$ cat config.mk
export PLATFORM = sky130hd
export DESIGN_NAME = bitslice_pipe_adder
export DESIGN_NICKNAME = d
export VERILOG_FILES = /design/src/rtl/bsa_pkg.sv /design/src/rtl/bsa_slice.sv /design/src/rtl/bsa_delay.sv /design/src/rtl/bitslice_pipe_adder.sv
export SDC_FILE = /design/constraint.sdc
export NUM_CORES = 1
export LEC_CHECK = 0
export ABC_AREA = 1
export BUFFER_PORTS_ARGS = -buffer_cell sky130_fd_sc_hd__buf_2
export CORE_MARGIN = 4
export CORE_UTILIZATION = 46
export DETAILED_ROUTE_END_ITERATION = 8
export HOLD_SLACK_MARGIN = 0.12
export PLACE_DENSITY = 0.68
export SLEW_MARGIN = 15
export SYNTH_ARGS = -nofsm -noshare
export SYNTH_HDL_FRONTEND = slang
export SYNTH_HIERARCHICAL = 1
export SYNTH_SLANG_ARGS = --single-unit
$ cat constraint.sdc
create_clock -name clk -period 1.65 [get_ports clk]
set_input_delay 0.2475 -clock clk [delete_from_list [all_inputs] [get_ports clk]]
set_output_delay 0.2475 -clock clk [all_outputs]
set_load 0.1 [all_outputs]
$ cat src/rtl/bsa_pkg.sv
package bsa_pkg;

  typedef struct packed {
    logic sum;
    logic carry;
  } fa_res_t;

  function automatic fa_res_t fa_eval(input logic a, input logic b, input logic c);
    fa_res_t r;
    r.sum   = a ^ b ^ c;
    r.carry = (a & b) | (c & (a ^ b));
    return r;
  endfunction

  function automatic int unsigned chain_latency(input int unsigned width);
    return (width > 0) ? width - 1 : 0;
  endfunction

endpackage

$ cat src/rtl/bsa_slice.sv
module bsa_slice
  import bsa_pkg::*;
(
  input  logic a,
  input  logic b,
  input  logic c,
  output logic s,
  output logic co
);

  fa_res_t res;

  always_comb begin
    res = fa_eval(a, b, c);
  end

  assign s  = res.sum;
  assign co = res.carry;

endmodule

$ cat src/rtl/bsa_delay.sv
module bsa_delay #(
  parameter int unsigned DEPTH    = 1,
  parameter int unsigned W        = 1,
  parameter bit          RESET_EN = 1'b0
) (
  input  logic         clk,
  input  logic         rst,
  input  logic [W-1:0] d,
  output logic [W-1:0] q
);

  generate
    if (DEPTH == 0) begin : g_pass
      logic unused_ctl;
      assign unused_ctl = clk ^ rst;
      assign q = d;
    end else begin : g_shift
      logic [DEPTH-1:0][W-1:0] sr;

      always_ff @(posedge clk) begin
        if (RESET_EN && rst) begin
          sr <= '0;
        end else begin
          sr[0] <= d;
          for (int k = 1; k < int'(DEPTH); k++) begin
            sr[k] <= sr[k-1];
          end
        end
      end

      assign q = sr[DEPTH-1];
    end
  endgenerate

endmodule

$ cat src/rtl/bitslice_pipe_adder.sv
module bitslice_pipe_adder
  import bsa_pkg::*;
#(
  parameter int unsigned WIDTH = 4
) (
  input  logic             clk,
  input  logic             rst,
  input  logic             in_valid,
  input  logic [WIDTH-1:0] in_a,
  input  logic [WIDTH-1:0] in_b,
  input  logic             in_cin,
  output logic             out_valid,
  output logic [WIDTH-1:0] out_sum,
  output logic             out_cout
);

  localparam int unsigned LAT = chain_latency(WIDTH);

  wire [WIDTH-1:0] a_al;
  wire [WIDTH-1:0] b_al;
  wire [WIDTH-1:0] c_al;
  wire [WIDTH-1:0] s_raw;
  wire [WIDTH-1:0] co_raw;
  wire [WIDTH-1:0] sum_al;

  genvar i;
  generate
    for (i = 0; i < int'(WIDTH); i++) begin : g_bit
      // operands of slice i wait i cycles for the carry from below
      bsa_delay #(
        .DEPTH   (i),
        .W       (2),
        .RESET_EN(1'b0)
      ) u_op_dly (
        .clk(clk),
        .rst(rst),
        .d  ({in_a[i], in_b[i]}),
        .q  ({a_al[i], b_al[i]})
      );

      if (i == 0) begin : g_cin
        assign c_al[i] = in_cin;
      end else begin : g_creg
        logic carry_q;
        always_ff @(posedge clk) begin
          carry_q <= co_raw[i-1];
        end
        assign c_al[i] = carry_q;
      end

      bsa_slice u_slice (
        .a (a_al[i]),
        .b (b_al[i]),
        .c (c_al[i]),
        .s (s_raw[i]),
        .co(co_raw[i])
      );

      // lower sum bits wait for the top slice
      bsa_delay #(
        .DEPTH   (LAT - i),
        .W       (1),
        .RESET_EN(1'b0)
      ) u_sum_dly (
        .clk(clk),
        .rst(rst),
        .d  (s_raw[i]),
        .q  (sum_al[i])
      );
    end
  endgenerate

  bsa_delay #(
    .DEPTH   (LAT),
    .W       (1),
    .RESET_EN(1'b1)
  ) u_vld_dly (
    .clk(clk),
    .rst(rst),
    .d  (in_valid),
    .q  (out_valid)
  );

  assign out_sum  = sum_al;
  assign out_cout = co_raw[WIDTH-1];

endmodule

==> results by group <==
Run status
  • Outcome: complete, no violations

Power and ir drop
  • Leak: roughly 0.37 nW
  • P_sw: 0.344 mW
  • Sequential Power Share: 0.552
  • PD cells: 1440 nW/µm²
  • Clock Power Share: 0.243
  • Cell-internal power: 0.824 mW
  • Max IR drop VDD: 678 µV
  • Gate power share: 0.205
  • Total power: between 1 and 1.5 mW
  • Sw Ratio: 0.295

Global route
  • Vias in the first global route: about 300
  • Total track usage: 0.0870
  • Largest net degree at the start of global routing: 14
  • GR Overflow Total: 0
  • Initial antenna violation count: 0
  • First-pass GRT wire length: 1220 µm

Worst hold path
  • Worst Hold Class: in2reg
  • Min-Delay Endpoint: u_vld_dly/g_shift.sr[0]
  • Hold path startpoint: in_valid
  • Worst hold stages: 3

Synthesis
  • Yosys top cell by area: dfxtp_1
  • Synth Area in Simple Gates: 0.0177
  • Post-synthesis sequential area ratio: 0.756
  • XOR/XNOR Fraction of Synth Area: 0
  • Largest family of logic cells by synthesized area: adder cells
  • Synth Area in Compound Gates: 0
  • Synthesized cell area: 636 µm²
  • Post-Synth Adder-Cell Area: 0.126
  • Synth top area share: 0.756
  • Proportion of synthesized area in mux cells: 0
  • Synthesized instance count: 41
  • Syn_nets: 57
  • Distinct cells, synth: 5
  • Largest cells by area after synthesis: dfxtp_1, fa_1, buf_4, inv_1, nor2_1
  • Synth warn: 6
  • Synth Area per Inst: ~16 µm²
  • Yosys reg bits: 24

Worst setup path
  • Reg2Reg Depth: 1
  • R2r setup slk: 740 ps
  • Critical path launch point type: flip-flop
  • Worst reg2reg path endpoint: g_bit[2].u_sum_dly/q
  • Setup CP Type: reg2out
  • Critical path data arrival time: 1400 ps
  • Worst setup EP type: output port
  • CP required: roughly 1400 ps
  • Origin of the critical flop-to-flop path: g_bit[2].u_op_dly/q[1]
  • CP max FO: 1

Layout
  • Share of cells above drive strength 1: 0.355
  • Final design utilization: 0.622
  • Fillers: 119
  • Final net count: 79
  • Area Growth Syn to Fin: 27.4%
  • Antenna diodes: 0

Clocking
  • Clk_lat worst skew: approximately 300 ps
  • Postcts setup bufs: 0
  • Clock buffer depth: 2
  • Clock root cell: clkbuf_4
  • CTS tree: done
  • Clock tree sinks: 24
  • CTS clk-pin slew, worst paths: about 110 ps
  • TritonCTS Buffers: 3
  • H-Tree Depth: 1

Route
  • Vias: 308
  • Wire per inst: 8.74 µm
  • Final ANT Viol Nets: 0
  • DR iter-0 viols: 1
  • WL final: 673 µm
  • Mean number of vias per cell: 4.00
  • Post-route DRC: 0
  • Drt pass-1 iters: 2

Timing
  • Unrepaired setup endpoints after global routing: yes
  • Final Skew: 3.58 ps
  • FMAX: 0.608 GHz
  • Min Clock Period, post-route: 1650 ps
  • Final Cycle Share: 0.997
  • Hold_ws: 154 ps
  • Actual slew at the worst max-slew pin: 485 ps
  • Final Hold Viols: 0
  • Final setup violation count: 0
  • Pins over their slew limit: 0
  • Slew headroom: 0.679

Floorplanning
  • Core Footprint: 1300 µm²
  • Chip width: 45.2 µm
  • Initial Util: 0.488
  • Die area: slightly above 2000 µm²
  • Io pins: 18
  • Row cnt: 13
  • Die span in y: 45.2 µm

Placement
  • GP Congestion: 0.585
  • I/O Buffers: 17

Job
  • Max-cap viol count: 0
## layout make-up
class / count / area [µm²] / area share
clock buffer: 4 / 36.3 / 0.0448
tap: 15 / 18.8 / 0.0232
inverter: 3 / 11.3 / 0.0139
sequential: 24 / 482 / 0.595
timing repair buffer: 24 / 170 / 0.210
multi-input combinational: 7 / 91.3 / 0.113
## how the worst max path moves through the flow
| stage | from | endpoint |
|---|---|---|
| floorplan | g_bit[3].u_op_dly/q[1] | out_cout |
| global placement | g_bit[3].u_op_dly/q[1] | out_sum[3] |
| detailed placement | g_bit[3].u_op_dly/q[1] | out_sum[3] |
| CTS | g_bit[3].u_op_dly/q[1] | out_sum[3] |
| global route | g_bit[3].g_creg.carry_q | out_sum[3] |
| finish | g_bit[3].g_creg.carry_q | out_sum[3] |
## cell usage after synthesis
library cell / instances
fa_1: 4
buf_4: 7
nor2_1: 3
inv_1: 3
dfxtp_1: 24
## per-stage QoR
step,setup WS (ps),TNS (ps),cells,area [µm²]
finish,4.21,0,77,810
global route,-57.4,-57.4,77,810
CTS,-17.4,-17.4,77,808
detailed placement,336,0,66,702
global placement,346,0,66,702
floorplan,188,0,41,636
## logic make-up after synthesis
logic type / after synthesis
adder cells (fa/ha/maj): 4
buffers and inverters: 10
flip-flops: 24
AND/OR/NAND/NOR: 3
## worst max-delay path, stage by stage, from the launching register on
cell     delay, ps
dfxtp_2        340
fa_1           580
buf_12         180
## flip-flops by register name, summed over array words and instances (netlist names)
name / cells
u_vld_dly/g_shift.sr: 2
g_bit.g_creg.carry_q: 3
g_bit.u_sum_dly/q: 3
g_bit.u_op_dly/q: 6
g_bit.u_op_dly/g_shift.sr: 6
g_bit.u_sum_dly/g_shift.sr: 3
u_vld_dly/q: 1
## metal layers
metal / GRT usage / part of all wire / up-vias
met1: 0.0985 / 0.41 / 136
met3: 0.0478 / 0.12 / 0
li1: - / - / 157
met2: 0.136 / 0.47 / 15
met5: 0 / 0 / -
met4: 0.0351 / 0 / 0
## cell usage in the layout (no fill, tap or decap)
| master | count |
|---|---|
| dfxtp_1 | 23 |
| buf_2 | 16 |
| dlygate4sd3_1 | 7 |
| fa_1 | 4 |
| clkbuf_4 | 3 |
| inv_1 | 3 |
| nor2_1 | 3 |
| clkbuf_8 | 1 |
| dfxtp_2 | 1 |
| buf_12 | 1 |
## power by group through the flow
stage	Sequential (mW)	Combinational, mW	Clock [mW]
6_report	0.645	0.239	0.284
3_5_place_dp	0.659	0.228	0
4_1_cts	0.646	0.241	0.299
2_1_floorplan	0.756	0.0892	0
5_1_grt	0.650	0.251	0.324
3_3_place_gp	0.656	0.226	0
## what timing repair did
item	4_1_cts	5_1_grt
endpoints found under the hold margin	9	0
hold buffers	7	0
gates resized for setup	0	1
pin swaps	0	1
setup endpoints to repair	1	1
(Power assumes the default switching activity.)
